==> src/rtl/palrot_pkg.sv <==
package palrot_pkg;
  localparam int CH_W   = 4;
  localparam int WORD_W = 3 * CH_W;
  localparam int R_LSB  = 2 * CH_W;
  localparam int G_LSB  = CH_W;
  localparam int B_LSB  = 0;

  typedef struct packed {
    logic [CH_W-1:0] r;
    logic [CH_W-1:0] g;
    logic [CH_W-1:0] b;
  } rgb_t;

  // Packed palette word for entry idx.
  function automatic logic [WORD_W-1:0] pal_word(input int idx);
    logic [CH_W-1:0] r, g, b;
    r = CH_W'(idx >> 2);
    g = CH_W'((3 * idx) % 16);
    b = CH_W'(15 - (idx % 16));
    return {r, g, b};
  endfunction
endpackage

==> src/rtl/palrot_rom.sv <==
module palrot_rom #(
  parameter int PAL_W = 6
) (
  input  logic                         clk,
  input  logic [PAL_W-1:0]             addr,
  output logic [palrot_pkg::WORD_W-1:0] word_q
);
  import palrot_pkg::*;
  localparam int DEPTH = 1 << PAL_W;

  logic [WORD_W-1:0] mem [DEPTH];

  initial begin
    for (int i = 0; i < DEPTH; i++) mem[i] = pal_word(i);
  end

  // Registered read, block-RAM friendly.
  always_ff @(posedge clk) word_q <= mem[addr];
endmodule

==> src/rtl/palrot_rotor.sv <==
module palrot_rotor #(
  parameter int PAL_W          = 6,
  parameter int TICKS_PER_STEP = 3
) (
  input  logic             clk,
  input  logic             rst,
  input  logic             frame_tick,
  output logic [PAL_W-1:0] offset,
  output logic             step_pulse
);
  localparam int TCW = (TICKS_PER_STEP > 1) ? $clog2(TICKS_PER_STEP) : 1;
  localparam logic [TCW-1:0] TLAST = TCW'(TICKS_PER_STEP - 1);

  logic [TCW-1:0] tick_cnt;
  logic           step_now;

  assign step_now = frame_tick && (tick_cnt == TLAST);

  always_ff @(posedge clk) begin
    if (rst) begin
      tick_cnt   <= '0;
      offset     <= '0;
      step_pulse <= 1'b0;
    end else begin
      step_pulse <= step_now;
      if (frame_tick) begin
        if (step_now) begin
          tick_cnt <= '0;
          offset   <= offset + 1'b1;
        end else begin
          tick_cnt <= tick_cnt + 1'b1;
        end
      end
    end
  end

  AST_HOLD_NO_TICK: assert property (@(posedge clk) disable iff (rst)
    !frame_tick |=> $stable(offset));
  AST_STEP_BY_ONE: assert property (@(posedge clk) disable iff (rst)
    (offset != $past(offset)) |-> (offset == $past(offset) + 1'b1));
  AST_PULSE_ON_CHANGE: assert property (@(posedge clk) disable iff (rst)
    step_pulse |-> (offset != $past(offset)));
  AST_CHANGE_HAS_PULSE: assert property (@(posedge clk) disable iff (rst)
    (offset != $past(offset)) |-> step_pulse);
  AST_WRAP_ZERO: assert property (@(posedge clk) disable iff (rst)
    (step_pulse && ($past(offset) == {PAL_W{1'b1}})) |-> (offset == '0));
endmodule

==> src/rtl/palrot_unpack.sv <==
module palrot_unpack (
  input  logic [palrot_pkg::WORD_W-1:0] word,
  input  logic                          black,
  output palrot_pkg::rgb_t              pix
);
  import palrot_pkg::*;
  localparam logic [WORD_W-1:0] MASK = WORD_W'((1 << CH_W) - 1);

  logic [WORD_W-1:0] r_f, g_f, b_f;
  assign r_f = (word >> R_LSB) & MASK;
  assign g_f = (word >> G_LSB) & MASK;
  assign b_f = (word >> B_LSB) & MASK;

  always_comb begin
    if (black) pix = '0;
    else begin
      pix.r = r_f[CH_W-1:0];
      pix.g = g_f[CH_W-1:0];
      pix.b = b_f[CH_W-1:0];
    end
  end
endmodule

==> src/rtl/palette_rotator.sv <==
module palette_rotator #(
  parameter int CNT_W          = 8,
  parameter int ITER_LIMIT     = 200,
  parameter int PAL_W          = 6,
  parameter int TICKS_PER_STEP = 3
) (
  input  logic             clk,
  input  logic             rst,
  input  logic [CNT_W-1:0] iter_count,
  input  logic             frame_tick,
  output logic [3:0]       red,
  output logic [3:0]       green,
  output logic [3:0]       blue,
  output logic             recompute_req
);
  import palrot_pkg::*;

  logic [PAL_W-1:0]  offset;
  logic [PAL_W-1:0]  idx;
  logic [WORD_W-1:0] word_q;
  logic              black_q;
  rgb_t              pix;

  palrot_rotor #(.PAL_W(PAL_W), .TICKS_PER_STEP(TICKS_PER_STEP)) u_rotor (
    .clk(clk), .rst(rst), .frame_tick(frame_tick),
    .offset(offset), .step_pulse(recompute_req));

  assign idx = iter_count[PAL_W-1:0] + offset;

  palrot_rom #(.PAL_W(PAL_W)) u_rom (.clk(clk), .addr(idx), .word_q(word_q));

  always_ff @(posedge clk) begin
    if (rst) black_q <= 1'b1;
    else     black_q <= (32'(iter_count) >= ITER_LIMIT);
  end

  palrot_unpack u_unpack (.word(word_q), .black(black_q), .pix(pix));

  assign red   = pix.r;
  assign green = pix.g;
  assign blue  = pix.b;

  AST_RESET_QUIET: assert property (@(posedge clk)
    rst |=> ({red, green, blue} == '0 && !recompute_req));
  AST_LIMIT_BLACK: assert property (@(posedge clk) disable iff (rst)
    (32'(iter_count) >= ITER_LIMIT) |=> ({red, green, blue} == '0));
  AST_BLUE_NONZERO: assert property (@(posedge clk) disable iff (rst)
    (32'(iter_count) < ITER_LIMIT && (idx[3:0] != 4'hF)) |=> (blue != 4'h0));
endmodule

==> config.mk <==
export PLATFORM = sky130hd
export DESIGN_NAME = palette_rotator
export DESIGN_NICKNAME = d
export VERILOG_FILES = /design/src/rtl/palrot_pkg.sv /design/src/rtl/palrot_rom.sv /design/src/rtl/palrot_rotor.sv /design/src/rtl/palrot_unpack.sv /design/src/rtl/palette_rotator.sv
export SDC_FILE = /design/constraint.sdc
export NUM_CORES = 1
export LEC_CHECK = 0
export BUFFER_PORTS_ARGS = -buffer_cell sky130_fd_sc_hd__buf_4
export CAP_MARGIN = 20
export CORE_MARGIN = 2
export CORE_UTILIZATION = 30
export DETAILED_ROUTE_END_ITERATION = 8
export PLACE_DENSITY = 0.46
export SLEW_MARGIN = 20
export SYNTH_ARGS = -nofsm -noshare
export SYNTH_HDL_FRONTEND = slang
export SYNTH_HIERARCHICAL = 1
export SYNTH_SLANG_ARGS = --single-unit
==> constraint.sdc <==
create_clock -name clk -period 3.1 [get_ports clk]
set_input_delay 0 -clock clk [delete_from_list [all_inputs] [get_ports clk]]
set_output_delay 0 -clock clk [all_outputs]
set_load 0.005 [all_outputs]
; ---- Yosys cells after proc, flatten, opt, wreduce, memory -nomap -nowiden
; Memory sizes are Yosys's and may differ from the RTL's. A register that Yosys moved wholly into a read port is not among the register bits.
; Index checks and enable logic that the tools add are counted.
[op_classes]
n_mux = 2
addsub = 3
n_bitwise = 0
n_shift = 0
eq_ne = 1
multipliers = 0
n_div = 0
order_cmp = 1
n_reduce_logical = 2
[ops]
columns = operator, count
row1 = $mux 12, 1
row2 = $ge 8x8->1 const B, 1
row3 = $add 6x1->6 const B, 1
row4 = $add 6x6->6, 1
row5 = $add 2x1->2 const B, 1
row6 = $eq 2x2->1 const B, 1
row7 = $mux 2, 1
row8 = $reduce_and 2->1, 1
row9 = $logic_and 1x1->1, 1
[totals]
n_memories = 1
mem_bits_ro = 768
latch_bits = 0
ramBits = 0
elab_cells = 14
out_inout_bits = 13
regBits = 10
in_bits = 11
[memory_table]
columns = name, words, word_bits, rd, rd_ports_with_merged_regs, wr, line
row1 = u_rom.mem, 64, 12, 1, 1, 0, palrot_rom.sv:11  ; logic [WORD_W-1:0] mem [DEPTH];

; ---- Logic depth before layout (Yosys ltp)
; Gate-level depths: netlist of run 1.
[depth]
depth_word = 3
ltp_mapped = 7
mapped_depth_nobuf = 7

; ---- By module
; The synthesis of run 1 kept the hierarchy.
[modules_own_cells]
columns = module, area_each_um2, seq_area_each_um2, instances, cells_each
row1 = palrot_rotor, 369.1, 180.2, 1, 40
row2 = palrot_rom, 344.1, 240.2, 1, 28
row3 = palette_rotator, 221.5, 20.0, 1, 22
row4 = palrot_unpack, 126.4, 0.0, 1, 13

; ---- Least setup slack after synthesis of run 1
; OpenSTA, ideal clock, no wires.
[synth_path]
path_kind = flip-flop to flip-flop
start = reg u_rotor.offset[0]
end = reg u_rom/word_q[7] (netlist bit) (read register of u_rom.mem)
arrival_time_ns = 1.524
path_buffers = 0
slack_ns = 1.447
synth_period_minus_slack_ns = 1.653
setup_time_ns = 0.129
stages_incl_launch_ff = 6
required_time_ns = 2.971
cell_sequence = dfxtp_1 -> ha_1 -> fa_1 -> ha_1 -> o21ai_0 -> o21ai_1
[synth_via]
elab_chain_len = 1
[synth_rtl]
columns = element, line
row1 = start: declaration, palrot_rotor.sv:8  ; output logic [PAL_W-1:0] offset,
row2 = start signal: assignment, palrot_rotor.sv:29  ; offset <= offset + 1'b1;
row3 = $add 6x6->6, palette_rotator.sv:28  ; assign idx = iter_count[PAL_W-1:0] + offset;
row4 = net idx[1], palette_rotator.sv:19  ; logic [PAL_W-1:0] idx;
row5 = end: declaration, palrot_rom.sv:6  ; output logic [palrot_pkg::WORD_W-1:0] word_q
; The timed path passes the listed nets, and every way through them passes these cells.
; A chain may end at the register's enable or synchronous reset.

; ---- Worst setup path in the final report of run 1
; Same ends and word-level chain as after synthesis.

==> run_results.csv, run 1 <==
group,metric,value,unit
grt,grt_start_max_net_pins,14,
placement,place_ws,1320,ps
grt,overflow,0,
yosys,post-synth-top-area-fraction,41.5,%
run_status,status,"finished clean",
finish,fin_util,41.0,%
yosys,synth_fp_nets,125,
sta,min_period,1790,ps
yosys,synth_common_cells,"dfxtp_1, ha_1, a21oi_1, nor2b_2",
route,drt_pass1_iterations,4,
sta,tightestPinTransition,642,ps
power,p_clk_share,36.4,%
yosys,ys_ff_latch,22,
power,p_per_area,440,nW/µm²
setup_path,crit_slowest_cell,"fa_1",
clock_network,cts_buffers,3,
power,seq_power_share,50.8,%
sta,setup_tns,0,ps
yosys,synth-compound-area-share,11.7,%
setup_path,cp.arrival,2000,ps
power,peakVddDrop,0.000184,V
floorplanning,ios,24,
min_path,min-delay-start,"iter_count[0]",
route,viasPerCell,4.29,
min_path,min_path_cells,2,
setup_path,cp_slowest_stage_delay,530,ps
route,routed_wl,1920,µm
clock_network,cts.repair.resized,0,
route,wire_per_inst,10.7,µm
finish,multiInputGateArea,583,µm²
sta,max_slew_margin,57.1,%
clock_network,postCtsSetupBuffers,0,
run,maxCapViolations,0,
yosys,yosysWarnings,6,
setup_path,reg2reg_slack,1310,ps
floorplanning,initial_core_util,31.5,%
yosys,synth_top_family_by_area,"simple AND/OR/NAND/NOR gates",
floorplanning,fp.dieH,63.5,µm
clock_network,clkSinkCount,22,
route,drt_drc_violations_left,0,
yosys,yosysSeqAreaShare,41.5,%
yosys,synthCells,103,
min_path,min_to,"u_rom/word_q[4]",
setup_path,rr_endpoint,"u_rom/word_q[7]",
clock_network,cts.path.max_buffers,2,
route,vias,768,
power,switchingPower,0.000130,W
route,final_antenna_net_count,0,
sta,drv_slew,0,
clock_network,htree_levels,1,
grt,first_global_vias,752,
yosys,synth_mux_area_share,0.943,%
sta,final_hold_viol_count,0,
yosys,yosysUniqueCellTypes,30,
clock_network,root_buffer,"clkbuf_4",
setup_path,crit_top_cell,"ha_1",
grt,grt_pass1_wl,3360,µm
finish,nets,156,
clock_network,ctsHoldBuffers,5,
yosys,ys.flop_type,"dfxtp_1",
grt,grt_use_total,10.7,%
setup_path,criticalPathCategory,"flip-flop to flip-flop",
power,swShare,21.4,%
setup_path,ff2ff_path_depth,5,
clock_network,cts_tree,"yes",
yosys,synth_area,1060,µm²
finish,seqCellArea,440,µm²
yosys,synthAdderAreaFrac,13.7,%
yosys,synthMostInstantiatedCell,"dfxtp_1",
floorplanning,die_area,4030,µm²
floorplanning,core.rowCount,21,
sta,fin_crit_sh,57.8,%
route,drt_iter0_drc,7,
yosys,synth_edf_count,0,
yosys,avgSynthCellArea,10.3,µm²
setup_path,critPathRequiredTime,3300,ps
finish,drive_gt1_share,32.3,%
sta,worst_clock_skew,1.59,ps
grt,antenna_found_initial,0,
setup_path,end_kind,"flip-flop",
sta,fmax,558,MHz
placement,port_buffers,23,
power,p_comb_share,12.8,%
finish,n_fill_cell,367,
sta,setup_viol,0,
clock_network,clkTransAtPathRegs,120,ps
sta,fin_ws,1310,ps
placement,dp_hpwl,1410,µm
placement,place_congestion,0.713,
power,p_leak,0.655,nW
yosys,yosys.area_share.simple,22.1,%
finish,diodes,0,
floorplanning,core_area,3360,µm²
setup_path,regToRegStartpoint,"u_rotor/offset[0]",
yosys,synth.area.top_cells,"dfxtp_1, ha_1, nor2b_2",
setup_path,startpoint_type,"flip-flop",
clock_network,clock_latency,310,ps
yosys,async_flop_share,0,%
setup_path,cp_max_fo,6,
yosys,synth_xor_area_share,6.60,%
yosys,synth_top_cell_by_area,"dfxtp_1",
sta,rsz0062_at_grt,"no",
power,internal_power,0.000477,W
finish,area_growth,30.0,%
min_path,min_path_type,"primary input to flip-flop",
floorplanning,die_width,63.5,µm
setup_path,crit_path_cell_trace,"ha_1 -> fa_1 -> ha_1 -> o21ai_0 -> o21ai_1",
[placed cells by master, fill, tap and decap left out]
cell	count
xor2_1	4
a21o_1	1
or3_1	3
nand4b_2	1
a21o_2	1
o21bai_1	1
ha_1	10
nand3b_1	2
buf_4	23
a21oi_1	8
mux2i_1	1
nor2b_4	2
nand4_1	1
fa_1	1
o21ai_1	1
nor2b_2	8
bufinv_16	1
nand2_1	5
nor3b_1	1
dfxtp_1	22
inv_1	6
nand2b_1	1
o311ai_0	1
and2b_2	2
a21oi_2	1
nor2_1	6
dlygate4sd3_1	5
xnor2_1	4
o21ai_0	5
clkbuf_4	3
a211oi_2	1
nand4b_1	1
[worst max-delay path, delay by kind of cell, from the launching register on]
| family | cells | cell delay (ps) |
|---|---|---|
| DFF | 1 | 440 |
| adders and majority gates | 3 | 1020 |
| AOI/OAI and AO/OA | 2 | 230 |
[power by group through the flow]
stage / Sequential, W / Combinational (W) / Clock [W]
detailed placement: 0.000315 / 0.0000735 / 0
global route: 0.000311 / 0.0000857 / 0.000242
finish: 0.000308 / 0.0000775 / 0.000221
CTS: 0.000308 / 0.0000788 / 0.000229
global placement: 0.000314 / 0.0000727 / 0
floorplan: 0.000309 / 0.0000465 / 0
[how the worst max path moves through the flow]
| stage | startpoint | endpoint | slack, ps |
|---|---|---|---|
| floorplan | u_rotor/offset[0] | u_rom/word_q[7] | 1450 |
| detailed placement | u_rotor/offset[0] | u_rom/word_q[7] | 1320 |
| CTS | u_rotor/offset[0] | u_rom/word_q[7] | 1320 |
| global placement | u_rotor/offset[0] | u_rom/word_q[7] | 1380 |
| finish | u_rotor/offset[0] | u_rom/word_q[7] | 1310 |
| global route | u_rotor/offset[1] | u_rom/word_q[7] | 1220 |
[routing by layer]
layer / global-route usage [%] / routed length, µm / part of all wire [%] / up-vias
met5: 0 / 0 / 0 / -
met4: 2.45 / 23 / 1.2 / 0
met3: 3.93 / 84 / 4.4 / 4
met2: 18.7 / 981 / 51 / 13
met1: 12.5 / 827 / 43 / 344
li1: - / - / - / 407
[stage by stage]
stage               instance area, µm²  hold slack, ps  total power, W  instances
floorplan                         1060             101        0.000355        103
global placement                  1280             260        0.000387        170
detailed placement                1280             262        0.000388        170
CTS                               1380            18.4        0.000616        179
global route                      1380            14.1        0.000639        179
finish                            1380            20.0        0.000606        179
[cells by family after synthesis]
| family | count (synthesis) |
|---|---|
| AO/OA/AOI/OAI | 20 |
| AND/OR/NAND/NOR | 33 |
| buffers and inverters | 8 |
| XOR/XNOR | 8 |
| multiplexers | 1 |
| adder cells (fa/ha/maj) | 11 |
| flip-flops | 22 |
[flip-flops by register name, indices dropped and copies added, names as in the netlist]
signal	cells
black_q	1
u_rom/word_q	12
u_rotor/offset	6
u_rotor/step_pulse	1
u_rotor/tick_cnt	2
[cell type report]
type                    count  share of cell area (%)
clock buffers               3                    1.63
repair buffers             28                    16.2
flip-flops and latches     22                    31.9
clock inverters             1                    2.18
well taps                  46                    4.17
multi-input cells          73                    42.3
inverters                   6                    1.63
No activity file was read; power rests on OpenSTA's default activity.
==> run 2: changes to the inputs <==
- PLACE_DENSITY: 0.46 -> 0.48
- clock period: 3.1 -> 1.5 ns (I/O delays scaled with it)
==> run 2 against run 1 <==
Compared with the run above: the flow now finishes with violations (negative setup slack); maximum frequency increased by 17%; utilization increased by 4.7 points; first-iteration DRC count is 71% higher; hold slack better by 33 ps; critical path type unchanged; critical endpoint unchanged.
==> run_results.csv, run 2 (synthesis gave the netlist of run 1 again) <==
group,metric,value,unit
floorplanning,initial_core_util,31.5,%
finish,largest-register,"u_rom/word_q",
power,peakVddDrop,0.000367,V
floorplanning,die_width,63.5,µm
sta,worst_clock_skew,1.19,ps
floorplanning,ios,24,
setup_path,rr_endpoint,"u_rom/word_q[7]",
route,drt_drc_violations_left,0,
finish,final_common_cell,"buf_4",
power,p_leak,0.711,nW
min_path,min_to,"u_rom/word_q[10]",
grt,first_global_vias,756,
setup_path,end_kind,"flip-flop",
sta,fin_ws,-29.2,ps
route,final_antenna_net_count,0,
clock_network,cts_buffers,3,
finish,layout_common_cells,"buf_4, dfxtp_1, nor2b_2",
route,routed_wl,2000,µm
clock_network,root_buffer,"clkbuf_4",
finish,nets,168,
setup_path,startpoint_type,"flip-flop",
run,maxCapViolations,0,
run_status,violations,"negative setup slack",
floorplanning,fp.dieH,63.5,µm
placement,place_congestion,0.769,
power,switchingPower,0.000270,W
setup_path,critPathRequiredTime,1710,ps
clock_network,cts_tree,"yes",
finish,reg_top3,"u_rom/word_q x12, u_rotor/offset x6, u_rotor/tick_cnt x2",
power,internal_power,0.000890,W
sta,max_slew_margin,83.0,%
grt,antenna_found_initial,0,
setup_path,cp_max_fo,5,
grt,grt_start_max_net_pins,13,
setup_path,ff2ff_path_depth,6,
grt,grt_use_total,10.6,%
power,seq_power_share,53.8,%
route,drt_pass1_iterations,4,
sta,tightestPinTransition,251,ps
sta,drv_slew,0,
sta,setup_tns,-60.7,ps
clock_network,clkTransAtPathRegs,120,ps
run_status,status,"complete, but fails checks",
power,p_per_area,755,nW/µm²
route,vias,833,
finish,largest_reg_flops,12,
sta,fin_crit_sh,102,%
grt,grt_pass1_wl,3330,µm
floorplanning,die_area,4030,µm²
min_path,min-delay-start,"iter_count[4]",
min_path,min_path_cells,3,
power,swShare,23.3,%
setup_path,criticalPathCategory,"flip-flop to flip-flop",
power,p_comb_share,18.3,%
route,wire_per_inst,10.5,µm
finish,diodes,0,
setup_path,cp.arrival,1740,ps
setup_path,regToRegStartpoint,"u_rotor/offset[0]",
power,p_clk_share,27.9,%
route,drt_iter0_drc,12,
placement,dp_hpwl,1430,µm
finish,drive_gt1_share,45.5,%
floorplanning,core_area,3360,µm²
sta,fmax,654,MHz
route,viasPerCell,4.36,
sta,setup_viol,3,
placement,port_buffers,23,
clock_network,cts.path.max_buffers,2,
setup_path,reg2reg_slack,-30,ps
clock_network,clkSinkCount,22,
clock_network,clock_latency,300,ps
grt,overflow,0,
placement,place_ws,-66.1,ps
min_path,min_path_type,"primary input to flip-flop",
clock_network,htree_levels,1,
floorplanning,core.rowCount,21,
sta,final_hold_viol_count,0,
sta,rsz0062_at_grt,"yes",
placement,postPlaceCellArea,1360,µm²
finish,area_growth,44.9,%
sta,min_period,1530,ps
finish,postLayoutCellArea,1540,µm²
==> run 2: area by class of cell <==
cell class / count / area, µm²
Fill cell: 347 / 1830
Inverter: 6 / 22.5
Sequential cell: 22 / 445
Clock buffer: 4 / 36.3
Multi-Input combinational cell: 73 / 657
Timing Repair Buffer: 40 / 319
Tap cell: 46 / 57.6
==> run 2: worst max-delay path, cell delays in order (launching register included) <==
cell	delay (ps)
dfxtp_2	360
ha_4	160
fa_2	580
ha_1	160
nand2_1	40
o21ai_0	70
o21ai_1	70
==> run 2: repair_timing <==
action / in CTS / in global routing
setup buffers: 1 / 2
hold buffers: 6 / 0
pin swaps: 1 / 4
hold endpoints to repair: 12 / 0
setup endpoints to repair: 1 / 5
resized for setup: 1 / 10
gates cloned: 0 / 0
==> run 2: through the flow <==
stage	std cells	total power, W	utilization [%]	hold WS (ps)
4_1_cts	189	0.00117	43.7	25.5
5_1_grt	191	0.00123	45.7	46.3
3_3_place_gp	178	0.000817	40.5	254
3_5_place_dp	178	0.000820	40.5	256
6_report	191	0.00116	45.7	53.3
2_1_floorplan	103	0.000738	-	101
==> run 2: per-layer routing <==
metal	GRT usage, %	vias to the layer above	share of wire [%]
met5	0	-	0
met4	5.71	0	1.4
met3	2.14	2	2.3
met2	18.6	9	55
met1	12.0	390	41
li1	-	432	-
==> run 2: worst max-delay path by stage <==
stage / slack, ps / start / to / cells after the start
final: -30 / u_rotor/offset[0] / u_rom/word_q[7] / 6
after global placement: -10 / u_rotor/offset[0] / u_rom/word_q[7] / 6
after global routing: -90 / u_rotor/offset[0] / u_rom/word_q[7] / 6
after floorplan: -40 / u_rotor/offset[0] / u_rom/word_q[7] / 6
after CTS: -40 / u_rotor/offset[0] / u_rom/word_q[7] / 6
after detailed placement: -70 / u_rotor/offset[0] / u_rom/word_q[7] / 6
==> run 2: power groups by stage <==
| stage | combinational (W) | sequential (W) | clock [W] |
|---|---|---|---|
| detailed placement | 0.000180 | 0.000640 | 0 |
| global route | 0.000235 | 0.000629 | 0.000371 |
| floorplan | 0.0000998 | 0.000638 | 0 |
| finish | 0.000212 | 0.000624 | 0.000324 |
| global placement | 0.000178 | 0.000638 | 0 |
| CTS | 0.000196 | 0.000627 | 0.000346 |
